<file path="src/rtl/wdt_pkg.sv">
package wdt_pkg;
  localparam int unsigned RELOAD_W = 12;
  localparam int unsigned CFG_W    = 16;
  localparam int unsigned RD_W     = 32;
  localparam logic [1:0]  ACT_IRQ  = 2'd2;

  typedef struct packed {
    logic [1:0]          action;
    logic                enable;
    logic                prescale;
    logic [RELOAD_W-1:0] reload;
  } wdt_cfg_t;
endpackage

</file>
<file path="src/rtl/wdt_cfg_lock.sv">
module wdt_cfg_lock
  import wdt_pkg::*;
(
  input  logic             clk_i,
  input  logic             rst_ni,
  input  logic             wr_en_i,
  input  logic [CFG_W-1:0] wr_data_i,
  output wdt_cfg_t         cfg_o,
  output logic             locked_o
);
  wdt_cfg_t cfg_q;
  logic     locked_q;

  always_ff @(posedge clk_i or negedge rst_ni) begin
    if (!rst_ni) begin
      cfg_q    <= '0;
      locked_q <= 1'b0;
    end else if (wr_en_i && !locked_q) begin
      cfg_q    <= wdt_cfg_t'(wr_data_i);
      locked_q <= 1'b1;
    end
  end

  assign cfg_o    = cfg_q;
  assign locked_o = locked_q;
endmodule

</file>
<file path="src/rtl/wdt_tick_gen.sv">
module wdt_tick_gen #(
  parameter int unsigned TCLK_DIV_LOG2 = 1,
  parameter int unsigned PRESC_LOG2    = 14
) (
  input  logic clk_i,
  input  logic rst_ni,
  input  logic restart_i,
  input  logic prescale_i,
  output logic dec_en_o
);
  logic [TCLK_DIV_LOG2-1:0] tdiv_q;
  logic [PRESC_LOG2-1:0]    presc_q;
  logic                     tick;

  assign tick = &tdiv_q;

  always_ff @(posedge clk_i or negedge rst_ni) begin
    if (!rst_ni) begin
      tdiv_q  <= '0;
      presc_q <= '0;
    end else if (restart_i) begin
      tdiv_q  <= '0;
      presc_q <= '0;
    end else begin
      tdiv_q <= tdiv_q + 1'b1;
      if (tick && prescale_i) presc_q <= presc_q + 1'b1;
    end
  end

  assign dec_en_o = tick && (!prescale_i || (&presc_q));
endmodule

</file>
<file path="src/rtl/wdt_down_cnt.sv">
module wdt_down_cnt
  import wdt_pkg::*;
(
  input  logic                clk_i,
  input  logic                rst_ni,
  input  logic                load_i,
  input  logic [RELOAD_W-1:0] load_val_i,
  input  logic                run_i,
  input  logic                dec_en_i,
  input  logic [1:0]          action_i,
  output logic [RELOAD_W-1:0] count_o,
  output logic                expired_o,
  output logic                irq_o,
  output logic                rst_req_o
);
  logic [RELOAD_W-1:0] cnt_q;
  logic                exp_q;
  logic                rreq_q;
  logic                hit;

  assign hit = run_i && !exp_q && !load_i && (cnt_q == '0);

  always_ff @(posedge clk_i or negedge rst_ni) begin
    if (!rst_ni) begin
      cnt_q <= '0;
    end else if (load_i) begin
      cnt_q <= load_val_i;
    end else if (run_i && dec_en_i && !exp_q && (cnt_q != '0)) begin
      cnt_q <= cnt_q - 1'b1;
    end
  end

  always_ff @(posedge clk_i or negedge rst_ni) begin
    if (!rst_ni) begin
      exp_q  <= 1'b0;
      rreq_q <= 1'b0;
    end else begin
      rreq_q <= hit && (action_i != ACT_IRQ);
      if (hit) exp_q <= 1'b1;
    end
  end

  assign count_o   = cnt_q;
  assign expired_o = exp_q;
  assign irq_o     = exp_q && (action_i == ACT_IRQ);
  assign rst_req_o = rreq_q;
endmodule

</file>
<file path="src/rtl/wo_watchdog.sv">
module wo_watchdog
  import wdt_pkg::*;
#(
  parameter int unsigned TCLK_DIV_LOG2 = 1,
  parameter int unsigned PRESC_LOG2    = 14
) (
  input  logic             clk_i,
  input  logic             rst_ni,
  input  logic             wr_en_i,
  input  logic [CFG_W-1:0] wr_data_i,
  output logic [RD_W-1:0]  rd_data_o,
  output logic             irq_o,
  output logic             rst_req_o
);
  wdt_cfg_t            cfg;
  logic                locked;
  logic                expired;
  logic                load;
  logic                dec_en;
  logic [RELOAD_W-1:0] load_val;
  logic [RELOAD_W-1:0] count;

  wdt_cfg_lock u_lock (
    .clk_i    (clk_i),
    .rst_ni   (rst_ni),
    .wr_en_i  (wr_en_i),
    .wr_data_i(wr_data_i),
    .cfg_o    (cfg),
    .locked_o (locked)
  );

  // first write loads straight from bus data; later writes from the frozen setup
  assign load     = wr_en_i && !expired;
  assign load_val = locked ? cfg.reload : wr_data_i[RELOAD_W-1:0];

  wdt_tick_gen #(
    .TCLK_DIV_LOG2(TCLK_DIV_LOG2),
    .PRESC_LOG2   (PRESC_LOG2)
  ) u_tick (
    .clk_i     (clk_i),
    .rst_ni    (rst_ni),
    .restart_i (load),
    .prescale_i(cfg.prescale),
    .dec_en_o  (dec_en)
  );

  wdt_down_cnt u_cnt (
    .clk_i     (clk_i),
    .rst_ni    (rst_ni),
    .load_i    (load),
    .load_val_i(load_val),
    .run_i     (locked && cfg.enable),
    .dec_en_i  (dec_en),
    .action_i  (cfg.action),
    .count_o   (count),
    .expired_o (expired),
    .irq_o     (irq_o),
    .rst_req_o (rst_req_o)
  );

  assign rd_data_o = {2'b00, count, expired, locked, cfg};
endmodule

</file>
<file path="config.mk">
export PLATFORM = sky130hd
export DESIGN_NAME = wo_watchdog
export DESIGN_NICKNAME = d
export VERILOG_FILES = /design/src/rtl/wdt_pkg.sv /design/src/rtl/wdt_cfg_lock.sv /design/src/rtl/wdt_tick_gen.sv /design/src/rtl/wdt_down_cnt.sv /design/src/rtl/wo_watchdog.sv
export SDC_FILE = /design/constraint.sdc
export NUM_CORES = 1
export LEC_CHECK = 0
export BUFFER_PORTS_ARGS = -buffer_cell sky130_fd_sc_hd__buf_2
export CAP_MARGIN = 20
export CORE_ASPECT_RATIO = 1.4
export CORE_MARGIN = 4
export CORE_UTILIZATION = 35
export CTS_CLUSTER_DIAMETER = 150
export CTS_CLUSTER_SIZE = 12
export DETAILED_ROUTE_END_ITERATION = 8
export PLACE_DENSITY = 0.54
export SLEW_MARGIN = 5
export SYNTH_ARGS = -nofsm -noshare
export SYNTH_HDL_FRONTEND = slang
export SYNTH_HIERARCHICAL = 1
export SYNTH_SLANG_ARGS = --single-unit
</file>
<file path="constraint.sdc">
create_clock -name clk_i -period 6.36 [get_ports clk_i]
set_input_delay 1.908 -clock clk_i [delete_from_list [all_inputs] [get_ports clk_i]]
set_output_delay 1.908 -clock clk_i [all_outputs]
set_load 0.02 [all_outputs]
</file>
### Yosys cells after proc, flatten, opt, wreduce, memory -nomap -nowiden

Index checks and enable logic that the tools add are counted.

| cells by class | value |
|---|---|
| add/subtract/negate cells | 3 |
| equality and inequality tests | 2 |
| mux-type cells | 6 |
| reductions and logical operators | 23 |

Operator list:

| operator | count |
|---|---|
| $mux W12 | 3 |
| $mux W14 | 2 |
| $add A14 B1 Y14 const B | 1 |
| $reduce_and A14 Y1 | 1 |
| $logic_and A1 B1 Y1 | 13 |
| $logic_not A12 Y1 | 1 |
| $reduce_bool A12 Y1 | 1 |
| $sub A12 B1 Y12 const B | 1 |
| $logic_not A1 Y1 | 4 |
| $reduce_bool A2 Y1 | 2 |
| $eq A2 B2 Y1 const B | 1 |
| $ne A2 B2 Y1 const B | 1 |
| $add A1 B1 Y1 const B | 1 |
| $logic_or A1 B1 Y1 | 1 |
| $mux W1 | 1 |

| storage, ports and cells | value |
|---|---|
| register bits | 46 |
| input port bits | 19 |
| output and inout bits | 34 |
| word-level logic and storage cells | 44 |

### Logic depth before layout (Yosys ltp)

| logic depth | value |
|---|---|
| depth in word-level cells | 8 |
| gate-level depth with buffers | 9 |
| depth with buffers taken out | 8 |

### Modules after synthesis

Netlist, hierarchy kept.

Modules (own cells, without submodules):

| module | instances | cells each | area an instance (um^2) | sequential area each (um^2) |
|---|---|---|---|---|
| wdt_down_cnt | 1 | 97 | 860.8 | 350.3 |
| wdt_tick_gen | 1 | 79 | 782.0 | 375.4 |
| wdt_cfg_lock | 1 | 37 | 694.4 | 425.4 |
| wo_watchdog | 1 | 20 | 227.7 | 0.0 |

### Least setup slack after synthesis

OpenSTA, ideal clock, no wires.

| timing path | value |
|---|---|
| kind | in2reg |
| from | input port wr_en_i |
| to | register u_cnt.exp_q, in the netlist u_cnt/expired_o |
| arrival | 2.940 ns |
| required time | 6.240 ns |
| slack | 3.300 ns |
| cell stages on the path | 4 |
| path buffers | 1 |
| path through | nor2b_1 inv_1 clkbuf_1 a31o_2 |

| between the ends | value |
|---|---|
| cells in the longest elaborated chain, start to end | 4 |

RTL lines:

| item | RTL line | source |
|---|---|---|
| start: declaration | wo_watchdog.sv:9 | `input logic wr_en_i,` |
| $logic_and A1 B1 Y1 | wo_watchdog.sv:33 | `assign load = wr_en_i && !expired;` |
| $logic_not A1 Y1 | wdt_down_cnt.sv:21 | `assign hit = run_i && !exp_q && !load_i && (cnt_q == '0);` |
| $logic_and A1 B1 Y1 (2 in series) | wdt_down_cnt.sv:21 |  |
| end signal: assignment | wdt_down_cnt.sv:35 | `exp_q <= 1'b0;` |
| end signal: assignment | wdt_down_cnt.sv:39 | `if (hit) exp_q <= 1'b1;` |
| end: declaration | wdt_down_cnt.sv:17 | `logic exp_q;` |

Every way passes these cells.
A chain may end at the register's enable or synchronous reset.

### Final worst setup path

| timing path | value |
|---|---|
| from | register u_lock.locked_q, in the netlist u_lock/locked_o |
| to | output port rd_data_o[16] |

RTL lines:

| item | RTL line | source |
|---|---|---|
| start: declaration | wdt_cfg_lock.sv:12 | `logic locked_q;` |
| start signal: assignment | wdt_cfg_lock.sv:17 | `locked_q <= 1'b0;` |
| start signal: assignment | wdt_cfg_lock.sv:20 | `locked_q <= 1'b1;` |
| end: declaration | wo_watchdog.sv:11 | `output logic [RD_W-1:0] rd_data_o,` |

No word-level cell between the ends.

==> implementation parameters <==
Parameter                              Value

Routing
  Total routed wirelength ... 5600 um
  Initial DRC count ... 48
  Number of remaining DRC errors ... 0
  Vias post-DR ... 1923
  Average wire per standard cell ... 14.9 um
  ANT nets after route ... 0
  Number of vias per cell after detailed routing ... 5.10
  Drt first pass iters ... 4

Setup path
  Kind of capture point of the worst setup path ... output pin
  Top cell family by delay on the critical path ... flip-flops
  Crit-path max cell delay ... 870 ps
  Required time at the worst-slack endpoint ... 4450 ps
  Critical path cell sequence ... buf_2
  Worst setup path category ... reg -> out
  Library cell contributing the largest single delay on the critical path ... dfrtp_1
  Worst setup slack for register-to-register paths ... 3440 ps
  Worst Path Max Fanout ... 16
  Crit path arrival time ... 1460 ps
  CP Buf/Inv Count ... 1
  Crit path launch type ... flop

CTS
  Clk root buf ... clkbuf_8
  Post-CTS repair timing setup buffer count ... 0
  Quantity of hold-fixing buffers added after cts ... 0
  CTS Buffer Depth ... 2
  Worst-skew pair later-pin latency ... 300 ps
  Clock net sink count ... 46
  H-Tree Depth ... 2
  Clock tree from TritonCTS ... yes
  Cts repair resizes ... 0
  Inserted Clock Buffers ... 5
  CTS clk-pin slew, worst paths ... 80 ps

Placed design
  Hpwl dp ... 4130 um
  Placer congestion estimate ... 0.808
  Port buffer count ... 50
  Cell area after placement ... 0.00286 sq mm

STA
  Normalized max-slew margin ... 46.0%
  Max Clock Freq ... 297 MHz
  Final number of max-transition violations ... 0
  Final setup viols ... 0
  Worst hold slack after final layout ... 526 ps
  Actual slew at the worst max-slew pin ... 809 ps
  Shortest period the worst path allows ... 3370 ps
  Post-route fraction of the period consumed by the critical path ... 53.0%
  Final setup TNS ... 0 ps
  Worst Skew ... 11.8 ps
  RSZ-0062 raised after global routing ... false
  Number of failing hold endpoints at the final stage ... 0

Final layout
  Sequential cell area ... 0.00115 sq mm
  Ant. Diodes ... 0
  Core utilization of the finished layout ... 42.1%
  Final instance area ... 0.00296 sq mm
  Fill cell count ... 709
  Multi-input gate area ... 0.00130 sq mm
  Share of cells above drive strength 1 ... 36.5%
  Layout area overhead ... 15.2%
  Final net count ... 303

Logic synthesis
  Unique masters post-synth ... 52
  Mean instance size in the synthesized netlist ... 11.0 sq um
  EDFF count, synth ... 0
  Sequential fraction of the synthesis area ... 44.9%
  Gate count after technology mapping ... 233
  Post-synthesis cell area ... 0.00256 sq mm
  FF+latch count, synth ... 46
  Warning count from the yosys run ... 6
  Largest area contributor in the netlist ... dfrtp_1
  Area fraction of the dominant cell type after synthesis ... 44.9%
  Post-synth top flop ... dfrtp_1
  Most area-consuming cells after synthesis ... dfrtp_1, mux2_4, mux2_2
  Post-synth ARST share ... 100%

GRT
  Combined global-route utilization of all metal layers ... 13.6%
  Number of global-route vias before repair ... 1955
  Maximum number of pins on one net before global-route repair ... 47
  Total grt overflow ... 0
  Number of antenna violations at the first check in global routing ... 0
  Global-route wire length before repair ... 9240 um

Worst hold path
  Hold Crit Class ... reg -> reg

Floorplanning
  Placeable core region ... 0.00703 sq mm
  Initial cell density of the core ... 36.5%
  Horiz. Die Dim ... 80.4 um
  IO Pins ... 53
  Std-Cell Rows ... 36
  Floorplan die area ... 0.00878 sq mm
  Floorplan die height ... 109 um

Power and ir drop
  Leakage dissipation ... 1.31 nW
  Worst ir drop on vdd ... 0.000112 V
  P per Cell Area ... 229 mW/mm^2

Status
  Run status ... complete, no violations

Flow run
  Max-Cap Viols ... 0
[worst paths after layout]
check,start,cells after the start,end
worst min-delay path,u_lock/cfg_o[13],1,u_lock/cfg_o[13]
min in group asynchronous,rst_ni,2,u_tick/presc_q[2]
worst min register to register,u_lock/cfg_o[13],1,u_lock/cfg_o[13]
worst max-delay path,u_lock/locked_o,1,rd_data_o[16]
worst max register to register,u_tick/presc_q[0],8,u_cnt/count_o[5]
max in group asynchronous,rst_ni,2,u_lock/cfg_o[3]
[per-layer routing]
| layer | track usage [%] | share of wire [%] | routed length [um] | vias up |
|---|---|---|---|---|
| li1 | - | - | - | 936 |
| met1 | 14.7 | 39 | 2180 | 941 |
| met2 | 25.1 | 55 | 3090 | 38 |
| met3 | 2.54 | 3.9 | 218 | 8 |
| met4 | 7.00 | 2.1 | 116 | 0 |
| met5 | 0 | 0 | 0 | - |
[through the flow]
step | power (mW) | worst slack (ps) | cells
4_1_cts | 0.689 | 2940 | 377
3_3_place_gp | 0.498 | 3060 | 369
2_1_floorplan | 0.443 | 3300 | 234
6_report | 0.677 | 2990 | 377
3_5_place_dp | 0.498 | 3040 | 369
5_1_grt | 0.717 | 2880 | 377
[power breakdown]
group	internal, mW	switching, mW	leakage, nW
Sequential	0.316	0.0283	0.588
Clock	0.0875	0.0999	0.0472
Combinational	0.0638	0.0816	0.680
[flip-flops by register name, indices dropped and copies added, names as in the netlist]
signal           cells
u_cnt/rst_req_o      1
u_lock/cfg_o        16
u_tick/presc_q      14
u_tick/tdiv_q        1
u_cnt/expired_o      1
u_lock/locked_o      1
u_cnt/count_o       12
[cell usage in the layout (no fill, tap or decap), types with 3 or more instances in the layout]
master / instances
mux2_4: 19
a31oi_1: 7
dfrtp_1: 46
xnor2_1: 10
nand2_1: 15
and2_1: 3
nor4_2: 4
nand3_1: 8
nor2_1: 24
a21oi_1: 5
mux2_2: 9
inv_1: 7
nor3_1: 7
clkbuf_8: 6
o41ai_1: 3
ha_1: 3
or3_1: 4
nand4_1: 4
o21ai_0: 8
buf_2: 50
o31ai_1: 3
[cell families after synthesis]
group	Yosys count	synth area share, %
other	1	0.146
AOI/OAI and AO/OA	33	8.54
buffers and inverters	19	4.63
xor gates and xnor gates	11	3.76
adders and majority gates	3	1.46
DFF	46	44.9
and+or+nand+nor	91	21.1
muxes	29	15.5
[layout make-up]
| class | instances | share of cell area (%) |
|---|---|---|
| well taps | 95 | 4.02 |
| clock inverters | 2 | 0.423 |
| inverters | 7 | 0.889 |
| repair buffers | 52 | 8.98 |
| flip-flops and latches | 46 | 38.9 |
| clock buffers | 6 | 2.79 |
| multi-input cells | 169 | 43.9 |
[cell usage after synthesis (4+ instances only)]
| cell type | count |
|---|---|
| dfrtp_1 | 46 |
| a31oi_1 | 7 |
| nor2_1 | 24 |
| nand3_1 | 8 |
| nand4_1 | 4 |
| inv_1 | 7 |
| buf_4 | 4 |
| a21oi_1 | 5 |
| nand2_1 | 15 |
| xnor2_1 | 10 |
| mux2_2 | 9 |
| clkbuf_1 | 4 |
| nor3_1 | 7 |
| mux2_4 | 19 |
| or3_1 | 4 |
| o21ai_0 | 8 |
| nor4_2 | 4 |
No activity file was read; power rests on OpenSTA's default activity.
